### src/rtl/mlpwm_pkg.sv
package mlpwm_pkg;

  typedef enum logic {
    DIR_UP = 1'b0,
    DIR_DN = 1'b1
  } ramp_dir_e;

endpackage

### src/rtl/mlpwm_carrier.sv
module mlpwm_carrier
  import mlpwm_pkg::*;
#(
  parameter int REF_W      = 12,
  parameter int NUM_LEVELS = 5,
  parameter int DIV_W      = 16,
  localparam int NC        = NUM_LEVELS - 1,
  localparam int BAND      = (1 << REF_W) / NC,
  localparam int RAMP_W    = $clog2(BAND)
) (
  input  logic              clk,
  input  logic              rst_n,
  input  logic [DIV_W-1:0]  per_div,
  output logic [RAMP_W-1:0] ramp_o,
  output logic              peak_o
);

  localparam logic [RAMP_W-1:0] RAMP_TOP = RAMP_W'(BAND - 1);

  logic [DIV_W-1:0]  pre_q, pre_d;
  logic [RAMP_W-1:0] ramp_q, ramp_d;
  ramp_dir_e         dir_q, dir_d;
  logic              tick;

  always_comb begin
    tick   = (pre_q >= per_div);
    pre_d  = tick ? '0 : pre_q + 1'b1;
    ramp_d = ramp_q;
    dir_d  = dir_q;
    if (dir_q == DIR_UP) begin
      if (ramp_q == RAMP_TOP) begin
        dir_d  = DIR_DN;
        ramp_d = ramp_q - 1'b1;
      end else begin
        ramp_d = ramp_q + 1'b1;
      end
    end else begin
      if (ramp_q == '0) begin
        dir_d  = DIR_UP;
        ramp_d = ramp_q + 1'b1;
      end else begin
        ramp_d = ramp_q - 1'b1;
      end
    end
  end

  always_ff @(posedge clk or negedge rst_n) begin
    if (!rst_n) begin
      pre_q <= '0;
    end else begin
      pre_q <= pre_d;
    end
  end

  always_ff @(posedge clk or negedge rst_n) begin
    if (!rst_n) begin
      ramp_q <= '0;
      dir_q  <= DIR_UP;
    end else if (tick) begin
      ramp_q <= ramp_d;
      dir_q  <= dir_d;
    end
  end

  assign ramp_o = ramp_q;
  assign peak_o = tick && (dir_q == DIR_UP) && (ramp_q == RAMP_TOP);

endmodule

### src/rtl/mlpwm_compare.sv
module mlpwm_compare #(
  parameter int REF_W      = 12,
  parameter int NUM_LEVELS = 5,
  localparam int NC        = NUM_LEVELS - 1,
  localparam int BAND      = (1 << REF_W) / NC,
  localparam int RAMP_W    = $clog2(BAND),
  localparam int LVL_W     = $clog2(NUM_LEVELS)
) (
  input  logic signed [REF_W-1:0] ref_hold,
  input  logic [RAMP_W-1:0]       ramp,
  output logic [LVL_W-1:0]        level
);

  logic [REF_W-1:0] ref_u;
  logic [NC-1:0]    above;

  assign ref_u = {~ref_hold[REF_W-1], ref_hold[REF_W-2:0]};

  for (genvar k = 0; k < NC; k++) begin : g_band
    logic [REF_W-1:0] carrier;
    assign carrier  = REF_W'(k * BAND) + {{(REF_W-RAMP_W){1'b0}}, ramp};
    assign above[k] = (ref_u > carrier);
  end

  always_comb begin
    level = '0;
    for (int k = 0; k < NC; k++) begin
      level = level + LVL_W'(above[k]);
    end
  end

endmodule

### src/rtl/mlpwm_gate_decode.sv
module mlpwm_gate_decode #(
  parameter int NUM_LEVELS = 5,
  localparam int NC        = NUM_LEVELS - 1,
  localparam int LVL_W     = $clog2(NUM_LEVELS)
) (
  input  logic             clk,
  input  logic             rst_n,
  input  logic             load_en,
  input  logic [LVL_W-1:0] level,
  output logic [NC-1:0]    gate_hi,
  output logic [NC-1:0]    gate_lo
);

  logic [NC-1:0] hi_d, lo_d;
  logic [NC-1:0] hi_q, lo_q;

  for (genvar i = 0; i < NC; i++) begin : g_pair
    assign hi_d[i] = (int'(level) >= (NC - i));
    assign lo_d[i] = ~hi_d[i];
  end

  always_ff @(posedge clk or negedge rst_n) begin
    if (!rst_n) begin
      hi_q <= '0;
      lo_q <= '0;
    end else if (load_en) begin
      hi_q <= hi_d;
      lo_q <= lo_d;
    end
  end

  assign gate_hi = hi_q;
  assign gate_lo = lo_q;

endmodule

### src/rtl/mlpwm_modulator.sv
module mlpwm_modulator #(
  parameter int REF_W      = 12,
  parameter int NUM_LEVELS = 5,
  parameter int DIV_W      = 16,
  localparam int NC        = NUM_LEVELS - 1,
  localparam int BAND      = (1 << REF_W) / NC,
  localparam int RAMP_W    = $clog2(BAND),
  localparam int LVL_W     = $clog2(NUM_LEVELS)
) (
  input  logic                    clk,
  input  logic                    rst_n,
  input  logic [DIV_W-1:0]        per_div,
  input  logic signed [REF_W-1:0] ref_in,
  output logic [NC-1:0]           gate_hi,
  output logic [NC-1:0]           gate_lo
);

  logic [1:0]              rst_sync_q;
  logic                    rst_core_n;
  logic [RAMP_W-1:0]       ramp_w;
  logic                    peak_w;
  logic signed [REF_W-1:0] ref_hold_q;
  logic [LVL_W-1:0]        level_w;

  always_ff @(posedge clk or negedge rst_n) begin
    if (!rst_n) begin
      rst_sync_q <= '0;
    end else begin
      rst_sync_q <= {rst_sync_q[0], 1'b1};
    end
  end

  assign rst_core_n = rst_sync_q[1];

  mlpwm_carrier #(
    .REF_W      (REF_W),
    .NUM_LEVELS (NUM_LEVELS),
    .DIV_W      (DIV_W)
  ) u_carrier (
    .clk     (clk),
    .rst_n   (rst_core_n),
    .per_div (per_div),
    .ramp_o  (ramp_w),
    .peak_o  (peak_w)
  );

  always_ff @(posedge clk or negedge rst_core_n) begin
    if (!rst_core_n) begin
      ref_hold_q <= '0;
    end else if (peak_w) begin
      ref_hold_q <= ref_in;
    end
  end

  mlpwm_compare #(
    .REF_W      (REF_W),
    .NUM_LEVELS (NUM_LEVELS)
  ) u_compare (
    .ref_hold (ref_hold_q),
    .ramp     (ramp_w),
    .level    (level_w)
  );

  mlpwm_gate_decode #(
    .NUM_LEVELS (NUM_LEVELS)
  ) u_decode (
    .clk     (clk),
    .rst_n   (rst_core_n),
    .load_en (1'b1),
    .level   (level_w),
    .gate_hi (gate_hi),
    .gate_lo (gate_lo)
  );

endmodule

### config.mk
export PLATFORM = sky130hd
export DESIGN_NAME = mlpwm_modulator
export DESIGN_NICKNAME = d
export VERILOG_FILES = /design/src/rtl/mlpwm_pkg.sv /design/src/rtl/mlpwm_carrier.sv /design/src/rtl/mlpwm_compare.sv /design/src/rtl/mlpwm_gate_decode.sv /design/src/rtl/mlpwm_modulator.sv
export SDC_FILE = /design/constraint.sdc
export NUM_CORES = 1
export LEC_CHECK = 0
export ABC_AREA = 0
export BUFFER_PORTS_ARGS = -buffer_cell sky130_fd_sc_hd__buf_2
export CORE_MARGIN = 4
export CORE_UTILIZATION = 30
export CTS_BUF_LIST = sky130_fd_sc_hd__clkbuf_2 sky130_fd_sc_hd__clkbuf_4 sky130_fd_sc_hd__clkbuf_8
export CTS_CLUSTER_DIAMETER = 40
export CTS_CLUSTER_SIZE = 24
export DETAILED_ROUTE_END_ITERATION = 8
export GPL_ROUTABILITY_DRIVEN = 0
export PLACE_DENSITY_LB_ADDON = 0.05
export SYNTH_ARGS = -nofsm -noshare
export SYNTH_HDL_FRONTEND = slang
export SYNTH_HIERARCHICAL = 1
export SYNTH_SLANG_ARGS = --single-unit
### constraint.sdc
create_clock -name clk -period 1.8 [get_ports clk]
set_input_delay 0.09 -clock clk [delete_from_list [all_inputs] [get_ports clk]]
set_output_delay 0.09 -clock clk [all_outputs]
set_load 0.05 [all_outputs]
==> results.py <==
metrics = {
    "min_path": {
        "worstHoldPathCells": 2,
        "hold_path_class": "input port to flop",
    },
    "final_layout": {
        "multi_input_comb_area_um2": 1910,
        "final_cells": 560,
        "syn2layout_area_growth_pct": 49.8,
        "final_net_count": 488,
        "antenna_cells": 0,
        "drive_above_1_share": 0.471,
        "seq_area_um2": 1230,
        "fillers": 963,
    },
    "logic_synthesis": {
        "synth.distinct_cells": 54,
        "netlist_instances": 300,
        "yosysWarningCount": 6,
        "ys.flop_type": "dfrtp_1",
        "yosys_register_bits": 49,
        "yosysSeqAreaShare": 0.402,
        "synthTopCellsByCount": "49 x dfrtp_1, 41 x inv_1, 31 x ha_1",
        "syn_area_per_cell_um2": 10.2,
        "synth_area_um2": 3050,
        "synth_area_leaders": "dfrtp_1 40%, ha_1 13%, inv_1 5.0%, mux2_4 4.9%, xor2_1 2.9%",
        "synth_top_area_cell": "dfrtp_1",
        "synth_top_area_share": 0.402,
        "synth_edf_count": 0,
        "yosysMostFrequentCell": "dfrtp_1",
        "synthArstFlopShare": 1.00,
    },
    "die": {
        "rows": 36,
        "coreArea_um2": 9860,
        "io_pins": 38,
        "die_w_um": 109,
        "die_y_um": 109,
        "initial_core_util": 0.309,
        "die-area_um2": 11900,
    },
    "setup_path": {
        "path_class": "flop to flop",
        "cp-end-kind": "flop",
        "cp-start-kind": "flop",
        "worstPathMaxFanout": 6,
        "worstRegToRegCells": 12,
        "crit_required_ns": 2.00,
        "cp_data_arrival_time_ns": 3.16,
    },
    "detailed_routing": {
        "postRouteAntennaNets": 0,
        "routedWlPerCell_um": 12.4,
        "wirelength_um": 6960,
        "drc": 0,
        "routed_via_density": 4.49,
        "first_pass_iters": 4,
        "vias": 2513,
        "drtIter0Drc": 89,
    },
    "sta": {
        "fmax_mhz": 338,
        "period_needed_ns": 2.96,
        "finClkSkew_ns": 0.00942,
        "finalSetupViolCount": 47,
        "setup_ws_ns": -1.16,
        "hold_slack_ns": 0.0167,
        "maxSlewViolCount": 0,
        "grt_setup_unrepaired": "true",
        "post-route-period-util": 1.64,
        "hold_viol": 0,
    },
    "flow_run": {
        "maxCapViolations": 0,
    },
    "power_and_ir_drop": {
        "powerDensity_nw_per_um2": 591,
        "power_leakage_nw": 2.20,
        "peakVddDrop_mv": 0.313,
    },
    "clock_network": {
        "clock_path_buffers": 2,
        "cts.htree.levels": 2,
        "cts_sinks": 49,
        "clk_pin_slew_ns": 0.10,
        "cts_tree": "yes",
        "clk_latency_ns": 0.30,
        "cts_root_buffer": "clkbuf_8",
        "cts-buffers-inserted": 5,
    },
    "placed_design": {
        "hpwlAfterDp_um": 4880,
        "dp.cells": 523,
        "port_buffers": 37,
    },
    "outcome": {
        "status": "complete, but fails checks",
        "violations": "negative setup slack",
    },
    "global_route": {
        "antenna_found_initial": 0,
        "grt_max_degree": 48,
        "globalRouteTotalUtil": 0.125,
        "grt_overflow": 0,
        "grt_pass1_wl_um": 11800,
        "grt_pass1_vias": 2540,
    },
}
per-stage QoR:
step	utilization	total power [mW]	cell area [µm²]	worst slack, ns	TNS (ns)
final	0.463	2.70	4570	-1.16	-24.00
after CTS	0.444	2.68	4380	-1.14	-25.28
after floorplan	-	1.62	3210	-1.13	-18.84
after global placement	0.402	1.90	3960	-1.14	-23.91
after global routing	0.463	2.90	4570	-1.28	-28.33
after detailed placement	0.402	1.91	3960	-1.18	-24.27
registers in the layout (all words and copies together) (netlist names):
name / cells
rst_sync_q: 2
u_decode/gate_lo: 4
u_decode/gate_hi: 4
u_carrier/pre_q: 16
u_carrier/ramp_o: 10
u_carrier/dir_q: 1
ref_hold_q: 12
critical path, stage by stage, from the launching register on:
cell and delay [ns]:
dfrtp_1 0.42, ha_4 0.29, nand4_1 0.12, buf_4 0.16
a21oi_2 0.13, o21ai_2 0.09, or3_1 0.33, fa_1 0.49
inv_1 0.04, ha_2 0.18, ha_4 0.15, nand2b_4 0.15
o32a_1 0.29
cells in the final DEF (no fill, tap or decap), types with 11 or more instances in the layout:
cell type / instances
buf_2: 37
ha_1: 20
dfrtp_1: 48
buf_4: 63
inv_1: 36
nor2_2: 11
mux2_4: 15
final timing paths:
kind / start / end / slack, ns
worst min-delay path: ref_in[11] / ref_hold_q[11] / 0.02
min in group asynchronous: rst_n / rst_sync_q[1] / 0.09
worst max-delay path: ref_hold_q[7] / u_decode/gate_hi[3] / -1.16
worst max register to register: ref_hold_q[7] / u_decode/gate_hi[3] / -1.16
worst min register to register: rst_sync_q[1] / u_carrier/pre_q[0] / 0.25
max in group asynchronous: rst_sync_q[1] / u_carrier/pre_q[2] / 1.32
per-layer routing:
| metal | track usage | up-vias | part of all wire |
|---|---|---|---|
| li1 | - | 1301 | - |
| met4 | 0.0298 | 0 | 0.0063 |
| met2 | 0.214 | 26 | 0.48 |
| met1 | 0.163 | 1184 | 0.49 |
| met3 | 0.0213 | 2 | 0.029 |
| met5 | 0 | - | 0 |
logic make-up after synthesis:
group / Yosys count / synth area share
DFF: 49 / 0.402
and+or+nand+nor: 83 / 0.149
buffers and inverters: 48 / 0.0693
xor gates and xnor gates: 19 / 0.0545
muxes: 17 / 0.0742
other: 1 / 0.00123
adders and majority gates: 32 / 0.134
AOI/OAI and AO/OA: 51 / 0.116
where the power goes:
| part | switching [mW] | internal [mW] |
|---|---|---|
| clock | 0.402 | 0.277 |
| sequential | 0.0580 | 1.18 |
| combinational | 0.352 | 0.426 |
| total | 0.812 | 1.89 |
timing repair:
| item | 4_1_cts | 5_1_grt |
|---|---|---|
| hold buffers | 5 | 3 |
| endpoints found under the hold margin | 6 | 3 |
| endpoints found under the setup margin | 47 | 47 |
| gates cloned | 4 | 0 |
| resized for setup | 30 | 29 |
| pin swaps | 11 | 15 |
| buffers inserted | 9 | 10 |
layout make-up:
cell class | count | area share
clock inverters | 3 | 0.00465
clock buffers | 5 | 0.0151
multi-input cells | 204 | 0.417
flip-flops and latches | 49 | 0.268
well taps | 133 | 0.0364
inverters | 41 | 0.0353
repair buffers | 125 | 0.223
(Power assumes the default switching activity.)
